==> src/rtl/trace_gate_pkg.sv <==
package trace_gate_pkg;

  typedef enum logic [1:0] {
    SEL_CTRL  = 2'd0,
    SEL_WIN   = 2'd1,
    SEL_STAT  = 2'd2,
    SEL_SPARE = 2'd3
  } reg_sel_e;

  // strobes from control to datapath, one cycle each
  typedef struct packed {
    logic ldCtrl;
    logic ldWin;
    logic ldStat;
    logic winSet;
    logic winClr;
    logic trigFire;
    logic rearm;
    logic ackSeen;
  } strobe_t;

endpackage

==> src/rtl/trace_gate_ctrl.sv <==
module trace_gate_ctrl
  import trace_gate_pkg::*;
#(
  parameter int NUM_WP = 4
) (
  input  logic [NUM_WP-1:0] wpHit,
  input  logic              trigEvent,
  input  logic              dbgAck,
  input  logic              wrEn,
  input  logic [1:0]        wrAddr,
  input  logic              wrBit0,
  input  logic [NUM_WP-1:0] startMask,
  input  logic [NUM_WP-1:0] stopMask,
  input  logic              progBit,
  input  logic              trigLatched,
  output strobe_t           strb
);

  logic [NUM_WP-1:0] startSel;
  logic [NUM_WP-1:0] stopSel;

  for (genvar i = 0; i < NUM_WP; i++) begin : g_sel
    assign startSel[i] = wpHit[i] & startMask[i];
    assign stopSel[i]  = wpHit[i] & stopMask[i];
  end

  reg_sel_e sel;
  assign sel = reg_sel_e'(wrAddr);

  always_comb begin
    strb          = '0;
    strb.ldCtrl   = wrEn && (sel == SEL_CTRL);
    strb.ldWin    = wrEn && (sel == SEL_WIN);
    strb.ldStat   = wrEn && (sel == SEL_STAT);
    // stop has priority over start
    strb.winClr   = |stopSel;
    strb.winSet   = (|startSel) && !(|stopSel);
    strb.trigFire = trigEvent && !progBit && !trigLatched;
    strb.rearm    = strb.ldCtrl && progBit && !wrBit0;
    strb.ackSeen  = dbgAck;
  end

endmodule

==> src/rtl/trace_gate_dp.sv <==
module trace_gate_dp
  import trace_gate_pkg::*;
#(
  parameter int NUM_WP     = 4,
  parameter int DATA_W     = 32,
  parameter int START_LSB  = 0,
  parameter int STOP_LSB   = 16,
  parameter int WIN_EN_BIT = 25
) (
  input  logic              clk,
  input  logic              rstN,
  input  strobe_t           strb,
  input  logic [DATA_W-1:0] wrData,
  output logic              progBit,
  output logic              dbgEn,
  output logic              winEn,
  output logic [NUM_WP-1:0] startMask,
  output logic [NUM_WP-1:0] stopMask,
  output logic              winState,
  output logic              trigLatched,
  output logic              trigPulse,
  output logic              dbgReqQ,
  output logic              traceEn
);

  localparam int StartMsb = START_LSB + NUM_WP - 1;
  localparam int StopMsb  = STOP_LSB + NUM_WP - 1;

  logic unusedWrBits;
  assign unusedWrBits = ^wrData;

  always_ff @(posedge clk or negedge rstN) begin
    if (!rstN) begin
      progBit <= 1'b1;
      dbgEn   <= 1'b0;
    end else if (strb.ldCtrl) begin
      progBit <= wrData[0];
      dbgEn   <= wrData[1];
    end
  end

  always_ff @(posedge clk or negedge rstN) begin
    if (!rstN) begin
      startMask <= '0;
      stopMask  <= '0;
      winEn     <= 1'b0;
    end else if (strb.ldWin) begin
      startMask <= wrData[StartMsb:START_LSB];
      stopMask  <= wrData[StopMsb:STOP_LSB];
      winEn     <= wrData[WIN_EN_BIT];
    end
  end

  always_ff @(posedge clk or negedge rstN) begin
    if (!rstN)              winState <= 1'b0;
    else if (strb.ldStat)   winState <= wrData[0];
    else if (strb.winClr)   winState <= 1'b0;
    else if (strb.winSet)   winState <= 1'b1;
  end

  always_ff @(posedge clk or negedge rstN) begin
    if (!rstN) begin
      trigLatched <= 1'b0;
      trigPulse   <= 1'b0;
      dbgReqQ     <= 1'b0;
    end else begin
      trigPulse <= strb.trigFire;
      if (strb.trigFire)   trigLatched <= 1'b1;
      else if (strb.rearm) trigLatched <= 1'b0;
      if (strb.trigFire && dbgEn) dbgReqQ <= 1'b1;
      else if (strb.ackSeen)      dbgReqQ <= 1'b0;
    end
  end

  assign traceEn = !progBit && (!winEn || winState);

endmodule

==> src/rtl/trace_window_unit.sv <==
module trace_window_unit
  import trace_gate_pkg::*;
#(
  parameter int NUM_WP     = 4,
  parameter int DATA_W     = 32,
  parameter int START_LSB  = 0,
  parameter int STOP_LSB   = 16,
  parameter int WIN_EN_BIT = 25
) (
  input  logic              clk,
  input  logic              rstN,
  input  logic [NUM_WP-1:0] wpHit,
  input  logic              trigEvent,
  input  logic              dbgAck,
  input  logic              wrEn,
  input  logic [1:0]        wrAddr,
  input  logic [DATA_W-1:0] wrData,
  output logic              traceEn,
  output logic              trigOut,
  output logic              dbgReq,
  output logic              statWindow,
  output logic              statTrigger,
  output logic              statProg
);

  strobe_t           strb;
  logic              progBit;
  logic              dbgEn;
  logic              winEn;
  logic [NUM_WP-1:0] startMask;
  logic [NUM_WP-1:0] stopMask;
  logic              winState;
  logic              trigLatched;

  trace_gate_ctrl #(.NUM_WP(NUM_WP)) u_ctrl (
    .wpHit       (wpHit),
    .trigEvent   (trigEvent),
    .dbgAck      (dbgAck),
    .wrEn        (wrEn),
    .wrAddr      (wrAddr),
    .wrBit0      (wrData[0]),
    .startMask   (startMask),
    .stopMask    (stopMask),
    .progBit     (progBit),
    .trigLatched (trigLatched),
    .strb        (strb)
  );

  trace_gate_dp #(
    .NUM_WP(NUM_WP), .DATA_W(DATA_W), .START_LSB(START_LSB),
    .STOP_LSB(STOP_LSB), .WIN_EN_BIT(WIN_EN_BIT)
  ) u_dp (
    .clk         (clk),
    .rstN        (rstN),
    .strb        (strb),
    .wrData      (wrData),
    .progBit     (progBit),
    .dbgEn       (dbgEn),
    .winEn       (winEn),
    .startMask   (startMask),
    .stopMask    (stopMask),
    .winState    (winState),
    .trigLatched (trigLatched),
    .trigPulse   (trigOut),
    .dbgReqQ     (dbgReq),
    .traceEn     (traceEn)
  );

  assign statWindow  = winState;
  assign statTrigger = trigLatched;
  assign statProg    = progBit;

endmodule

==> config.mk <==
export PLATFORM = sky130hd
export DESIGN_NAME = trace_window_unit
export DESIGN_NICKNAME = d
export VERILOG_FILES = /design/src/rtl/trace_gate_pkg.sv /design/src/rtl/trace_gate_ctrl.sv /design/src/rtl/trace_gate_dp.sv /design/src/rtl/trace_window_unit.sv
export SDC_FILE = /design/constraint.sdc
export NUM_CORES = 1
export LEC_CHECK = 0
export BUFFER_PORTS_ARGS = -buffer_cell sky130_fd_sc_hd__buf_4
export CORE_MARGIN = 2
export CORE_UTILIZATION = 30
export DETAILED_ROUTE_END_ITERATION = 12
export REMOVE_ABC_BUFFERS = 1
export SYNTH_ARGS = -nofsm -noshare
export SYNTH_HDL_FRONTEND = slang
export SYNTH_HIERARCHICAL = 1
export SYNTH_SLANG_ARGS = --single-unit
==> constraint.sdc <==
create_clock -name clk -period 3.25 [get_ports clk]
set_input_delay 0 -clock clk [delete_from_list [all_inputs] [get_ports clk]]
set_output_delay 0 -clock clk [all_outputs]
set_load 0.01 [all_outputs]
# ---- Word level (Yosys, flattened, before mapping)
# Cells that the tools add are included.
dict set report op_classes {
  bitwise_logic 8
  mux 7
  n_reduce_logical 22
  eq_ne 2
}
# cell n
set ops {}
lappend ops {{logical AND 1 bit} 10}
lappend ops {{AND 1 bit} 8}
lappend ops {{OR reduction 4 bit} 2}
lappend ops {{two-way mux 1 bit} 7}
lappend ops {{zero test 1 bit} 5}
lappend ops {{nonzero test 2 bit} 2}
lappend ops {{nonzero test 3 bit} 1}
lappend ops {{equality test 2 x 1 -> 1 bit, second input constant} 1}
lappend ops {{equality test 2 bit, second input constant} 1}
lappend ops {{zero test 2 bit} 1}
lappend ops {{logical OR 1 bit} 1}
dict set report word_totals {
  wordCells 48
  reg_bits 15
  output_inout_bits 6
}

# ---- Logic depth before layout (Yosys ltp)
dict set report depth {
  depth_word 7
  mapped_depth 4
}

# ---- Modules after synthesis
# The synthesis kept the hierarchy.
# mod cells_each area_per_inst_um2 seq_area_each_um2 n_inst
set modules_own_cells {}
lappend modules_own_cells {trace_gate_dp 37 593.1 376.6 1}
lappend modules_own_cells {trace_gate_ctrl 12 100.1 0.0 1}

# ---- Worst setup path before layout
# Ideal clock, no wire load.
dict set report synth_path {
  path_kind {flip-flop to flip-flop}
  start {register u_dp.startMask[2]}
  end {register u_dp.winState}
  slack_ns 2.199
  path_stages_with_launch 5
  path_buffers 0
  required_time_ns 3.127
  t_arrival_ns 0.928
  synth_period_minus_slack_ns 1.051
  path_cell_list {dfrtp_1 -> a22o_1 -> o211a_1 -> nor2_1 -> o31ai_1}
}
# element line
set synth_rtl {}
lappend synth_rtl {{from (decl)} trace_gate_dp.sv:17} ;# output logic [NUM_WP-1:0] startMask,
lappend synth_rtl {{from (signal assigned)} trace_gate_dp.sv:48} ;# startMask <= wrData[StartMsb:START_LSB];
lappend synth_rtl {{to (signal assigned)} trace_gate_dp.sv:56} ;# else if (strb.ldStat) winState <= wrData[0];
lappend synth_rtl {{to (decl)} trace_gate_dp.sv:19} ;# output logic winState,

==> impl_metrics.yaml <==
yosys:
  yosysTopAreaCell: "dfrtp_1"
  syn_area_sq_um: 693
  async_reset_ff_share_pct: 100
  synth_common_cells: "dfrtp_1 (14), mux2_4 (9), and3b_1 (3), inv_1 (3), nand2_1 (3)"
  synth-edff-count: 0
  synth.avg_cell_area_sq_um: 14.1
  yosys-top-cells-area: "dfrtp_1 (51%), mux2_4 (19%), dfstp_2 (3.8%)"
  netlist-cell-type-count: 19
  yosysMostFrequentCell: "dfrtp_1"
  ys_ff_latch: 15
  yosysWarnings: 6
  yosysTopAreaCellShare_pct: 50.5
  yosysSeqAreaShare_pct: 54.3
  synth_flop_cell: "dfrtp_1"
  syn_inst: 49
floorplanning:
  die_y_um: 52.1
  die_x_um: 52.1
  dieArea_sq_um: 2710
  rows: 17
  ioPinCount: 49
  core_area_sq_um: 2190
  initial_core_util_pct: 31.6
timing:
  fin_setup_tns_ns: 0
  fin_crit_sh_pct: 35.4
  slew_headroom_pct: 59.1
  period_minus_slack_ns: 1.15
  fin_hold_ws_ns: 0.0121
  hold_viol: 0
  fin_skew_ns: 0.00150
  tightest_slew_ns: 0.613
  fmax_ghz: 0.869
  grt_setup_unrepaired: "no"
  setup_viol: 0
  slew_violations: 0
  layout_setup_ws_ns: 2.10
critical_path:
  path_cells: "a22oi_1 > o211a_1 > nor2_1 > o31ai_1"
  cp.required_ns: 3.45
  worstPathBufferInverterCount: 0
  cp_top_family: "compound AO/OA/AOI/OAI gates"
  critPathArrivalTime_ns: 1.36
  worstSetupEndpointType: "register"
  cp_slowest_stage_delay_ns: 0.40
  cp_max_fo: 2
  slowest_stage: "dfrtp_1"
  cp-start-kind: "register"
  timing_worst_setup_path_type: "register to register"
clock_network:
  clock_latency_ns: 0.29
  post-cts-setup-buffer-count: 0
  clkSinkCount: 15
  cts_tree: "built"
  numCtsBuffers: 3
  clock_path_buffers: 2
  cts-root-buf: "clkbuf_4"
  htreeDepth: 1
  path_clk_slew_ns: 0.09
drt:
  drt-initial-drc-count: 5
  wl_per_cell_um: 11.6
  drt_first_pass_iters: 4
  ant_nets: 0
  viasPerCell: 4.46
  post-route-drc-count: 0
  via_count: 513
  wirelength_um: 1330
global_route:
  grtUsageTotal_pct: 11.4
  antenna_found_initial: 0
  grt_pass1_wl_um: 2200
  grt-ovfl-total: 0
  grt_start_max_net_pins: 16
  grt_pass1_vias: 499
place:
  portBuffers: 25
  post_dp_cell_area_sq_um: 897
  gp_congestion: 0.685
  dp_slack_ns: 2.05
  dp_cells: 100
power_and_ir_drop:
  power.total_uw: 503
  ir_drop_uv: 251
  power_density_nw_per_um2: 486
  leakage_nw: 0.506
job:
  maxCapViolations: 0
final_layout:
  instances_no_fill: 115
  nets: 131
  fin_util_pct: 47.2
  area_growth_pct: 49.3
  fin_area_sq_um: 1030
  antenna_cells: 0
  drive_gt1_share_pct: 48.3
outcome:
  outcome: "complete, no violations"
min_path:
  min-delay-path-class: "input port to register"
==> cell type report <==
| type | count | area [sq um] |
|---|---|---|
| fillers | 206 | 1160 |
| clock inverters | 1 | 5.00 |
| multi-input cells | 29 | 287 |
| clock buffers | 3 | 22.5 |
| repair buffers | 36 | 298 |
| inverters | 3 | 11.3 |
| well taps | 28 | 35.0 |
| flip-flops and latches | 15 | 377 |
==> kinds of logic (layout without fill, tap and decap cells) <==
kind of cell	after synthesis	after routing	synth area share (%)
buf+inv	5	43	4.33
flops	15	15	54.3
simple gates	9	9	8.84
compound gates	9	9	9.75
mux	11	11	22.7
==> cells in the final DEF, fill, tap and decap left out, drive strengths merged <==
cell / count
dfstp: 1
a21o: 1
inv: 3
mux2: 11
o21ai: 1
and3b: 3
o211a: 1
a22o: 2
nor2: 1
dfrtp: 14
a22oi: 2
o31ai: 1
buf: 25
a21oi: 1
clkbuf: 3
clkinv: 1
nand2: 3
nor3b: 2
dlygate4sd3: 11
==> timing repair <==
item | 4_1_cts | 5_1_grt
resized for setup | 0 | 0
hold buffers | 11 | 0
hold endpoints to repair | 28 | 0
==> where the power goes <==
| part | internal, mW | switching (mW) | total, mW | leakage [nW] |
|---|---|---|---|---|
| registers | 0.227 | 0.0243 | 0.251 | 0.180 |
| clock network | 0.0458 | 0.0615 | 0.107 | 0.0177 |
| logic | 0.0952 | 0.0490 | 0.144 | 0.308 |
==> flip-flops by register name, summed over array words and instances (netlist names) <==
signal / flops
u_dp/trigPulse: 1
u_dp/stopMask: 4
u_dp/winState: 1
u_dp/dbgEn: 1
u_dp/startMask: 4
u_dp/trigLatched: 1
u_dp/dbgReqQ: 1
u_dp/progBit: 1
u_dp/winEn: 1
==> routing by layer <==
metal / GRT usage [%] / vias up / part of all wire (%)
li1: - / 252 / -
met1: 14.3 / 247 / 46
met4: 7.89 / 0 / 0
met2: 17.1 / 14 / 49
met3: 2.59 / 0 / 4.7
met5: 0 / - / 0
==> worst paths after layout <==
| kind | start | to | slack [ns] | depth (start not counted) |
|---|---|---|---|---|
| setup / recovery | u_dp/stopMask[0]$_DFFE_PN0P_ | u_dp/winState$_DFFE_PN0P_ | 2.10 | 4 |
| hold reg to reg | u_dp/trigLatched$_DFFE_PN0P_ | u_dp/trigPulse$_DFF_PN0_ | 0.50 | 1 |
| min in group asynchronous | rstN | u_dp/trigLatched$_DFFE_PN0P_ | 0.09 | 2 |
| max in group asynchronous | rstN | u_dp/progBit$_DFFE_PN1P_ | 2.93 | 2 |
| setup reg to reg | u_dp/stopMask[0]$_DFFE_PN0P_ | u_dp/winState$_DFFE_PN0P_ | 2.10 | 4 |
| hold / removal | trigEvent | u_dp/trigPulse$_DFF_PN0_ | 0.01 | 2 |
Power figures use the tool's default switching activity.
